## src/rtl/p5_pkg.sv

```systemverilog
package p5_pkg;

    localparam int unsigned XLEN   = 32;
    localparam int unsigned REG_AW = 5;

    localparam logic [5:0] OPC_RTYPE = 6'h00;
    localparam logic [5:0] OPC_BNE   = 6'h05;
    localparam logic [5:0] OPC_ADDIU = 6'h09;
    localparam logic [5:0] OPC_ORI   = 6'h0D;
    localparam logic [5:0] OPC_LUI   = 6'h0F;
    localparam logic [5:0] OPC_LW    = 6'h23;
    localparam logic [5:0] OPC_SW    = 6'h2B;
    localparam logic [5:0] FN_JR     = 6'h08;
    localparam logic [5:0] FN_AND    = 6'h24;

    typedef enum logic [3:0] {
        K_NOP, K_LUI, K_ORI, K_ADDIU, K_AND, K_LW, K_SW, K_BNE, K_JR
    } kind_e;

    typedef struct packed {
        kind_e               kind;
        logic [REG_AW-1:0]   rs;
        logic [REG_AW-1:0]   rt;
        logic [REG_AW-1:0]   dest;
        logic                wen;
        logic [XLEN-1:0]     imm;
    } dec_t;

    typedef struct packed {
        logic [XLEN-1:0] instr;
        logic [XLEN-1:0] pc4;
    } fd_t;

    typedef struct packed {
        kind_e             kind;
        logic [XLEN-1:0]   a;
        logic [XLEN-1:0]   b;
        logic [XLEN-1:0]   imm;
        logic [REG_AW-1:0] dest;
        logic              wen;
    } dx_t;

    typedef struct packed {
        kind_e             kind;
        logic [XLEN-1:0]   res;
        logic [XLEN-1:0]   sdata;
        logic [REG_AW-1:0] dest;
        logic              wen;
    } xm_t;

    typedef struct packed {
        logic [XLEN-1:0]   data;
        logic [REG_AW-1:0] dest;
        logic              wen;
    } mw_t;

    typedef struct packed {
        logic [XLEN-1:0] pc;
        fd_t             fd;
        dx_t             dx;
        xm_t             xm;
        mw_t             mw;
    } pipe_t;

endpackage

```

## src/rtl/p5_decode.sv

```systemverilog
module p5_decode
    import p5_pkg::*;
(
    input  logic [XLEN-1:0] instr,
    output dec_t            dec
);
    localparam int unsigned IMM_W = 16;

    logic [5:0]       opc;
    logic [5:0]       fn;
    logic [IMM_W-1:0] imm16;

    always_comb begin
        opc   = instr[31:26];
        fn    = instr[5:0];
        imm16 = instr[IMM_W-1:0];
        dec      = '0;
        dec.kind = K_NOP;
        dec.rs   = instr[25:21];
        dec.rt   = instr[20:16];
        dec.dest = instr[20:16];
        dec.imm  = {{(XLEN-IMM_W){imm16[IMM_W-1]}}, imm16};
        case (opc)
            OPC_LUI: begin
                dec.kind = K_LUI;
                dec.wen  = 1'b1;
                dec.imm  = {imm16, {(XLEN-IMM_W){1'b0}}};
            end
            OPC_ORI: begin
                dec.kind = K_ORI;
                dec.wen  = 1'b1;
                dec.imm  = {{(XLEN-IMM_W){1'b0}}, imm16};
            end
            OPC_ADDIU: begin
                dec.kind = K_ADDIU;
                dec.wen  = 1'b1;
            end
            OPC_LW: begin
                dec.kind = K_LW;
                dec.wen  = 1'b1;
            end
            OPC_SW:  dec.kind = K_SW;
            OPC_BNE: dec.kind = K_BNE;
            OPC_RTYPE: begin
                if (instr[10:6] == '0 && fn == FN_AND) begin
                    dec.kind = K_AND;
                    dec.wen  = 1'b1;
                    dec.dest = instr[15:11];
                end else if (instr[20:6] == '0 && fn == FN_JR) begin
                    dec.kind = K_JR;
                end
            end
            default: dec.kind = K_NOP;
        endcase
    end
endmodule

```

## src/rtl/p5_alu.sv

```systemverilog
module p5_alu
    import p5_pkg::*;
(
    input  kind_e           kind,
    input  logic [XLEN-1:0] a,
    input  logic [XLEN-1:0] b,
    input  logic [XLEN-1:0] imm,
    output logic [XLEN-1:0] res
);
    always_comb begin
        case (kind)
            K_LUI:                 res = imm;
            K_ORI:                 res = a | imm;
            K_ADDIU, K_LW, K_SW:   res = a + imm;
            K_AND:                 res = a & b;
            default:               res = '0;
        endcase
    end
endmodule

```

## src/rtl/p5_regfile.sv

```systemverilog
module p5_regfile #(
    parameter int unsigned DW = 32,
    parameter int unsigned AW = 5
) (
    input  logic          clk,
    input  logic          rst,
    input  logic [AW-1:0] ra_a,
    output logic [DW-1:0] rd_a,
    input  logic [AW-1:0] ra_b,
    output logic [DW-1:0] rd_b,
    input  logic          we,
    input  logic [AW-1:0] wa,
    input  logic [DW-1:0] wd,
    input  logic [AW-1:0] ra_dbg,
    output logic [DW-1:0] rd_dbg
);
    localparam int unsigned NREG = 1 << AW;

    logic [DW-1:0] regs_q [NREG];
    logic [DW-1:0] regs_d [NREG];

    function automatic logic [DW-1:0] read_port(input logic [AW-1:0] ra);
        if (ra == '0)
            return '0;
        else if (we && wa == ra)
            return wd;
        else
            return regs_q[ra];
    endfunction

    always_comb begin
        regs_d = regs_q;
        if (we && wa != '0)
            regs_d[wa] = wd;
        rd_a   = read_port(ra_a);
        rd_b   = read_port(ra_b);
        rd_dbg = regs_q[ra_dbg];
    end

    always_ff @(posedge clk) begin
        if (rst) begin
            for (int i = 0; i < NREG; i++)
                regs_q[i] <= '0;
        end else begin
            regs_q <= regs_d;
        end
    end

    // a write aimed at register 0 leaves it zero
    p_reg0_zero_r3: assert property (@(posedge clk) disable iff (rst)
        (we && wa == '0) |=> regs_q[0] == '0);

endmodule

```

## src/rtl/p5_core.sv

```systemverilog
module p5_core
    import p5_pkg::*;
#(
    parameter logic [31:0] RESET_PC = 32'h0
) (
    input  logic              clk,
    input  logic              rst,
    output logic [XLEN-1:0]   imem_addr,
    input  logic [XLEN-1:0]   imem_rdata,
    output logic [XLEN-1:0]   dmem_addr,
    output logic [XLEN-1:0]   dmem_wdata,
    output logic              dmem_we,
    input  logic [XLEN-1:0]   dmem_rdata,
    input  logic [REG_AW-1:0] dbg_sel,
    output logic [XLEN-1:0]   dbg_data
);
    localparam logic [XLEN-1:0] STEP = XLEN'(4);

    pipe_t           s_q, s_d;
    dec_t            dec;
    logic [XLEN-1:0] rs_val, rt_val, alu_res, target;
    logic            redirect;

    p5_decode u_dec (
        .instr (s_q.fd.instr),
        .dec   (dec)
    );

    p5_regfile #(.DW(XLEN), .AW(REG_AW)) u_rf (
        .clk    (clk),
        .rst    (rst),
        .ra_a   (dec.rs),
        .rd_a   (rs_val),
        .ra_b   (dec.rt),
        .rd_b   (rt_val),
        .we     (s_q.mw.wen),
        .wa     (s_q.mw.dest),
        .wd     (s_q.mw.data),
        .ra_dbg (dbg_sel),
        .rd_dbg (dbg_data)
    );

    p5_alu u_alu (
        .kind (s_q.dx.kind),
        .a    (s_q.dx.a),
        .b    (s_q.dx.b),
        .imm  (s_q.dx.imm),
        .res  (alu_res)
    );

    always_comb begin
        s_d = s_q;

        // register read stage: branches and jumps resolve here
        redirect = (dec.kind == K_JR) || (dec.kind == K_BNE && rs_val != rt_val);
        target   = (dec.kind == K_JR) ? rs_val
                                      : s_q.fd.pc4 + {dec.imm[XLEN-3:0], 2'b00};

        // fetch
        s_d.pc       = redirect ? target : s_q.pc + STEP;
        s_d.fd.instr = imem_rdata;
        s_d.fd.pc4   = s_q.pc + STEP;

        // read -> ALU
        s_d.dx.kind = dec.kind;
        s_d.dx.a    = rs_val;
        s_d.dx.b    = rt_val;
        s_d.dx.imm  = dec.imm;
        s_d.dx.dest = dec.dest;
        s_d.dx.wen  = dec.wen;

        // ALU -> memory
        s_d.xm.kind  = s_q.dx.kind;
        s_d.xm.res   = alu_res;
        s_d.xm.sdata = s_q.dx.b;
        s_d.xm.dest  = s_q.dx.dest;
        s_d.xm.wen   = s_q.dx.wen;

        // memory -> writeback
        s_d.mw.data = (s_q.xm.kind == K_LW) ? dmem_rdata : s_q.xm.res;
        s_d.mw.dest = s_q.xm.dest;
        s_d.mw.wen  = s_q.xm.wen;
    end

    always_ff @(posedge clk) begin
        if (rst) begin
            s_q    <= '0;
            s_q.pc <= RESET_PC;
        end else begin
            s_q <= s_d;
        end
    end

    assign imem_addr  = s_q.pc;
    assign dmem_addr  = s_q.xm.res;
    assign dmem_wdata = s_q.xm.sdata;
    assign dmem_we    = (s_q.xm.kind == K_SW);

    // sequential fetch advances by one word
    p_pc_step_r2: assert property (@(posedge clk) disable iff (rst)
        !redirect |=> imem_addr == $past(imem_addr) + STEP);

    // the word after a branch reaches register read, it is not squashed
    p_delay_slot_kept_r9: assert property (@(posedge clk) disable iff (rst)
        redirect |=> s_q.fd.pc4 == $past(s_q.fd.pc4) + STEP);

    // an upper-immediate load leaves the lower half clear
    p_lui_low_zero_r4: assert property (@(posedge clk) disable iff (rst)
        s_q.dx.kind == K_LUI |=> s_q.xm.res[15:0] == '0);

    // a store leaving the ALU raises the write strobe one cycle later
    p_store_we_r6: assert property (@(posedge clk) disable iff (rst)
        s_q.dx.kind == K_SW |=> dmem_we);

    // nothing is written to data memory right after reset
    p_reset_quiet_r12: assert property (@(posedge clk)
        rst |=> !dmem_we);

endmodule

```

## config.mk

```make
export PLATFORM = sky130hd
export DESIGN_NAME = p5_core
export DESIGN_NICKNAME = d
export VERILOG_FILES = /design/src/rtl/p5_pkg.sv /design/src/rtl/p5_decode.sv /design/src/rtl/p5_alu.sv /design/src/rtl/p5_regfile.sv /design/src/rtl/p5_core.sv
export SDC_FILE = /design/constraint.sdc
export NUM_CORES = 2
export LEC_CHECK = 0
export BUFFER_PORTS_ARGS = -buffer_cell sky130_fd_sc_hd__buf_2
export CAP_MARGIN = 20
export CORE_ASPECT_RATIO = 0.5
export CORE_MARGIN = 10
export CORE_UTILIZATION = 35
export CTS_CLUSTER_DIAMETER = 50
export CTS_CLUSTER_SIZE = 10
export DETAILED_ROUTE_END_ITERATION = 10
export GPL_ROUTABILITY_DRIVEN = 1
export HOLD_SLACK_MARGIN = 0.06
export MAX_ROUTING_LAYER = met4
export PLACE_DENSITY = 0.53
export SETUP_SLACK_MARGIN = 0.15
export SLEW_MARGIN = 20
export SYNTH_ARGS = -nofsm -noshare
export SYNTH_HDL_FRONTEND = slang
export SYNTH_SLANG_ARGS = --single-unit
```

## constraint.sdc

```tcl
create_clock -name clk -period 4.9 [get_ports clk]
set_input_delay 0.735 -clock clk [delete_from_list [all_inputs] [get_ports clk]]
set_output_delay 0.735 -clock clk [all_outputs]
set_load 0.005 [all_outputs]
```

After elaboration in Yosys (flattened, before gate mapping)
Cells that the tools add are included.
{"block": "totals", "latchBits": 0, "output_inout_bits": 129, "ff_bits": 1338, "input_bits": 71, "ramBits": 0, "mem_bits_ro": 0, "n_memories": 0}
{"block": "classes", "n_lt_le_gt_ge": 5, "bitwise": 6, "eq_ne": 21, "reduce_logical": 16, "muxes": 27, "n_mul": 0, "shift": 0, "div_mod_pow": 0, "n_addsub": 3}
{"op": "1024-bit bitwise mux", "count": 1}
{"op": "32-bit binary-select mux with 5-bit select", "count": 3}
{"op": "32-bit two-way mux", "count": 14}
{"op": "32-bit demux with 5-bit select", "count": 1}
{"op": "32-bit case mux with 4 select lines", "count": 1}
{"op": "32-bit adder", "count": 2}
{"op": "32-bit case mux with 2 select lines", "count": 1}
{"op": "32-bit by 3-bit adder with 32-bit output (second input constant)", "count": 1}
{"op": "32-bit bitwise AND", "count": 1}
{"op": "32-bit != test", "count": 1}
{"op": "32-bit OR", "count": 1}
{"op": "4-bit case mux with 7 select lines", "count": 1}
{"op": "4-bit by 3-bit equality test with 1-bit output (second input constant)", "count": 6}
{"op": "6-bit by 4-bit equality test with 1-bit output (second input constant)", "count": 4}
{"op": "6-bit >= comparator (second input constant)", "count": 4}
{"op": "5-bit NOT with 6-bit output", "count": 4}
{"op": "6-bit equality test (second input constant)", "count": 3}
{"op": "15-bit zero test", "count": 1}
{"op": "5-bit zero test", "count": 3}
{"op": "5-bit equality test", "count": 2}
{"op": "4-bit by 2-bit equality test with 1-bit output (second input constant)", "count": 2}
{"op": "4-bit two-way mux", "count": 2}
{"op": "1-bit logical AND", "count": 7}
{"op": "6-bit by 3-bit equality test with 1-bit output (second input constant)", "count": 1}
{"op": "11 further kinds", "count": 11}

Longest topological paths before layout
{"block": "logic_depth", "word_depth": 10, "mapped_depth": 22, "ltp_nobuf": 20}

Modules after synthesis
Synthesis repeated with hierarchy kept, for this count alone.
{"block": "hier_totals", "hier_cells": 8382, "hier_area_um2": 76040.4}
{"mod": "p5_regfile", "instances": 1, "seq_area_each_um2": 20499.7, "cells_each": 6566, "area_each_um2": 60274.1}
{"mod": "p5_core", "instances": 1, "seq_area_each_um2": 6286.0, "cells_each": 1242, "area_each_um2": 12081.6}
{"mod": "p5_alu", "instances": 1, "seq_area_each_um2": 0.0, "cells_each": 485, "area_each_um2": 3078.0}
{"mod": "p5_decode", "instances": 1, "seq_area_each_um2": 0.0, "cells_each": 89, "area_each_um2": 606.8}

Worst setup path after synthesis
Ideal clock, no wire load.
{"block": "synth_timing", "path_type": "reg2reg", "from": "register s_q[279] (netlist bit)", "to": "register s_q (netlist bit imem_addr[31])", "arrival_time_ps": 4106, "synth_period_minus_slack_ps": 4226, "path_buffers": 2, "stages_incl_launch_ff": 20, "setup_slack_ps": 674, "path_cell_list": "dfxtp_1 > clkbuf_1 > nand3_1 > nor2_1 > and2_0 > clkbuf_1 > nor2b_1 > ha_1 > or4_1 > o21a_1 > nand3_1 > o211ai_1 > a221oi_1 > nand3_1 > a31oi_1 > nor2b_1 > o21a_1 > o41a_1 > xnor2_1 > a211o_2"}
{"element": "start: declaration", "line_no": "p5_core.sv:19", "source": "pipe_t s_q, s_d;"}

Worst setup path in the final report
{"block": "layout_timing", "from": "register s_q[268] (netlist bit)", "to": "register s_q (netlist bit imem_addr[17])"}
{"block": "layout_between", "elab_chain_len": 10}
{"element": "5-bit NOT with 6-bit output (implied by the code)", "line_no": "p5_regfile.sv:28", "source": "return regs_q[ra];"}
{"element": "32-bit binary-select mux with 5-bit select", "line_no": "p5_regfile.sv:28"}
{"element": "32-bit two-way mux (implied by the code) (2 in series)", "line_no": "p5_regfile.sv:28"}
{"element": "32-bit two-way mux", "line_no": "p5_regfile.sv:25", "source": "else if (we && wa == ra)"}
{"element": "32-bit two-way mux", "line_no": "p5_regfile.sv:23", "source": "if (ra == '0)"}
{"element": "32-bit != test", "line_no": "p5_core.sv:55", "source": "redirect = (dec.kind == K_JR) || (dec.kind == K_BNE && rs_val != rt_val);"}
{"element": "1-bit logical AND", "line_no": "p5_core.sv:55"}
{"element": "1-bit logical OR", "line_no": "p5_core.sv:55"}
{"element": "32-bit two-way mux (*)", "line_no": "p5_core.sv:60", "source": "s_d.pc = redirect ? target : s_q.pc + STEP;"}
Mark *: on every way between the ends. The rest lies on a longest branch, timed or not. The select of a mux whose other input is x is not followed.
A chain may end at the register's enable or synchronous reset.

==> results.md <==
Logic synthesis:
- The Yosys step of the flow raised 0 warnings.
- Synthesis produced a netlist with a net count of 8325.
- The cell area that synthesis handed to floorplanning was 75500 sq um.
- sky130_fd_sc_hd__nand2_1 is the most common cell in the netlist.
- Ranked by instance count, the synthesized netlist is headed by sky130_fd_sc_hd__nand2_1, sky130_fd_sc_hd__dfxtp_1, sky130_fd_sc_hd__a21oi_1.
- The synthesized area divided by synthesized cell count is 9.26 sq um.
- The cell count after synthesis came out at 8159.
- The synthesized netlist contains 92 unique library cells.
- Of the post-synthesis cell area, the dominant cell type holds 0.355.
- In the post-synthesis netlist, the biggest area contributors are sky130_fd_sc_hd__dfxtp_1, sky130_fd_sc_hd__mux4_2, sky130_fd_sc_hd__nand2_1, sky130_fd_sc_hd__a21oi_1, sky130_fd_sc_hd__clkbuf_1.
- In the synthesized netlist the dominant register cell turns out to be sky130_fd_sc_hd__dfxtp_1.
- Of all flip-flops after synthesis, the portion carrying an async set or reset was 0.
- The share of the Yosys chip area taken by registers is 0.355.
- The total of flip-flops plus latches after synthesis is 1338.
- Summed over all instances, the cell type with the most area after synthesis is sky130_fd_sc_hd__dfxtp_1.
- The synthesized design contains 0 enable-type register cells.

Drt:
- The via density per instance is 6.46.
- The count of TritonRoute iterations in the first routing pass is 9.
- The detailed-route via count is 71700.
- The final routed DRC violation total is 0.
- Summed over all layers, the routed wires come to 394000 microns.
- After detailed routing, the average wire length per cell comes to 35.5 microns.
- The number of routed nets with antenna violations is 0.
- The detailed router finished its first iteration with 13000 violations.

Setup path:
- STA classifies the critical path startpoint as a flop.
- In this run the worst path has a maximum fanout of 18.
- The critical path capture point type is a flop.
- Data arrives at the worst endpoint at 5.52 ns.
- The type of the setup path with the least slack is flop to flop.
- Together, buffers and inverters on the worst path number 5.
- The worst stage delay on the critical path is 0.71 ns.
- The signal on the critical path passes through buf_4, inv_1, buf_4, mux4_2, a21oi_1, o32ai_1, xor2_1, o211ai_1, or4_4, nor4_4, a21oi_4, buf_4, buf_4, nor4_1, a211o_1.
- The cell that appears most often on the critical path is sky130_fd_sc_hd__buf_4.
- The master of the slowest instance on the critical path is sky130_fd_sc_hd__or4_4.
- The kind of cell adding the most delay to the critical path is simple AND/OR/NAND/NOR gates.
- Data on the critical path is required at its endpoint by 5.65 ns.

Floorplanning:
- The cell row count is 120.
- The die is 349 microns tall.
- The floorplan step defined a die boundary enclosing 236000 sq um.
- In this run the standard cell core region covers 214000 sq um.
- The die boundary width is 677 microns.
- 200 I/O pins were placed.
- The starting utilization of the core area is 0.352.

Status:
- The run finished with clean final reports.

Place:
- The count of placed standard cells including taps is 10800.
- Input and output buffers added on the ports amount to 199.
- The HPWL after detailed placement is 258000 microns.
- At the end of routability-driven placement, the weighted congestion stood at 1.04.

Global routing:
- The met2 track utilization from global routing is 0.428.
- For this run, global-route usage on met1 was measured as 0.413.
- The largest net degree at the start of global routing is 167.
- The met3 demand-to-capacity share in global routing is 0.153.
- The initial antenna violation count is 39.
- The first global-routing pass estimated 534000 microns of wire.
- The layer flagged by global routing as most heavily used is met2.
- The number of global-route vias before repair was 64600.
- The overall routing resource usage is 0.326.
- The total overflow left after global routing is 0.

Clocking:
- The number of H-tree levels is 4.
- The clock tree from TritonCTS is built.
- The number of hold-repair buffers added at the cts stage is 0.
- For the worst-skew pair, the clock arrives at the later sink with an insertion delay of 0.86 ns.
- Clock-pin slew was measured on the worst setup and hold paths at 0.06 ns.
- The largest buffer count on any clock path is 4.
- The TritonCTS buffer count is 169.
- The clock net in this run drives a total of 1338 sinks.
- The clock root buffer is sky130_fd_sc_hd__clkbuf_16.

STA:
- The setup skew after layout is 0.0644 ns.
- The total negative setup slack is 0 ns.
- The worst hold margin is 0.0955 ns.
- The highest clock frequency the design can meet is 0.210 GHz.
- The final clock period utilization by the worst path is 0.973.
- The time the worst path needs with I/O delays and setup is 4.77 ns.
- The number of hold violations in the final report was 0.
- The measured slew at the worst slew-check pin is 1.34 ns.
- Measured against its own limit, the worst slew margin works out to 0.106.
- Setup violations remaining at the end of the flow were counted as 0.
- The number of pins with negative max-slew slack in the final report is 0.
- Setup repair after global routing left no endpoint under its margin.

Final layout:
- Counting the fill cells in the layout gives 21000.
- Measured on the finished design, the core utilization comes to 0.402.
- The net count of the finished layout is 8311.
- In the final layout, the multi-input gates occupy 44700 sq um.
- The sequential cell area is 26800 sq um.
- The layout overhead on the synthesized area is 14.0%.
- The share of layout cells above drive strength 1 is 0.231.
- The final cell count without fillers is 11100.

Power and ir drop:
- The power per cell area is 291 nW/um^2.
- Summed over all nets, the switching power comes to 0.00671 W.
- The part of the total power dissipated in combinational logic is 0.093.
- The relative contribution of the clock network to total power is 0.466.
- The final total power is 0.0251 W.
- The share of total power dissipated in sequential elements is 0.440.
- The worst IR drop on VDD is 217 uV.
- The static leakage power is 29.0 nW.
- The internal power contribution is 0.0183 W.
- The share of total power consumed by net switching is 0.268.

Worst hold path:
- The worst hold path belongs to the class input pin to flop.

Job:
- The number of maximum-capacitance constraint violations is 0.
area by class of cell:
class,count,share of cell area
well taps,2867,0.0416
flip-flops and latches,1338,0.311
inverters,89,0.00388
diodes,37,0.00107
multi-input cells,5848,0.519
clock buffers,197,0.0515
repair buffers,699,0.0684
clock inverters,23,0.00356
what timing repair did:
item / in CTS / in global routing
setup endpoints to repair: 28 / 30
buffers inserted: 7 / 9
pin swaps: 0 / 3
gates resized for setup: 3 / 31
hold endpoints to repair: 0 / 0
cloned: 0 / 3
metrics by stage:
stage / cell area, sq um / setup WS [ns]
2_1_floorplan: 75500 / 0.674
3_3_place_gp: 80900 / 0.0949
3_5_place_dp: 80900 / 0.0678
4_1_cts: 85800 / 0.152
5_1_grt: 86100 / 0.138
6_report: 86100 / 0.131
sequential cells by signal, indices dropped and copies added (netlist names):
name,flops
s_q,170
dmem_addr,32
u_rf.regs_q,1024
imem_addr,32
s_d,48
dmem_wdata,32
cells in the final DEF, fill, tap and decap left out, types with 62 or more instances in the layout:
master,n
sky130_fd_sc_hd__a22oi_1,87
sky130_fd_sc_hd__nand2_1,2173
sky130_fd_sc_hd__buf_2,194
sky130_fd_sc_hd__inv_1,89
sky130_fd_sc_hd__buf_12,76
sky130_fd_sc_hd__ha_1,93
sky130_fd_sc_hd__mux4_2,791
sky130_fd_sc_hd__buf_4,412
sky130_fd_sc_hd__nor2b_1,188
sky130_fd_sc_hd__mux2i_1,99
sky130_fd_sc_hd__xnor2_1,62
sky130_fd_sc_hd__mux2_2,62
sky130_fd_sc_hd__nor2_1,246
sky130_fd_sc_hd__dfxtp_1,1328
sky130_fd_sc_hd__clkbuf_16,174
sky130_fd_sc_hd__o22ai_1,78
sky130_fd_sc_hd__a21oi_1,1136
sky130_fd_sc_hd__o21ai_0,94
power groups by stage:
stage | registers, W | logic [W] | clock network, W
2_1_floorplan | 0.0112 | 0.00126 | 0
3_3_place_gp | 0.0113 | 0.00218 | 0
3_5_place_dp | 0.0113 | 0.00218 | 0
4_1_cts | 0.0110 | 0.00220 | 0.0116
5_1_grt | 0.0110 | 0.00236 | 0.0121
6_report | 0.0110 | 0.00234 | 0.0117
per-layer routing:
layer | share of wire | vias up
met4 | 0.060 | 0
met2 | 0.39 | 6307
met1 | 0.37 | 35200
met3 | 0.17 | 1273
li1 | - | 29000
met5 | 0 | -
cells by family after synthesis:
logic type,after synthesis,synth area share
adders and majority gates,95,0.0159
and+or+nand+nor,2964,0.163
xor gates and xnor gates,114,0.0132
muxes,965,0.262
DFF,1338,0.355
buffers and inverters,973,0.0603
AOI/OAI and AO/OA,1710,0.131
worst paths after layout:
check | start | endpoint | slack [ns] | depth (start not counted)
max | s_q[268] | imem_addr[17] | 0.13 | 15
min | imem_rdata[19] | s_q[269] | 0.1 | 2
max reg2reg | s_q[268] | imem_addr[17] | 0.13 | 15
min reg2reg | s_d[42] | s_d[4] | 0.44 | 1
(Power assumes the default switching activity.)
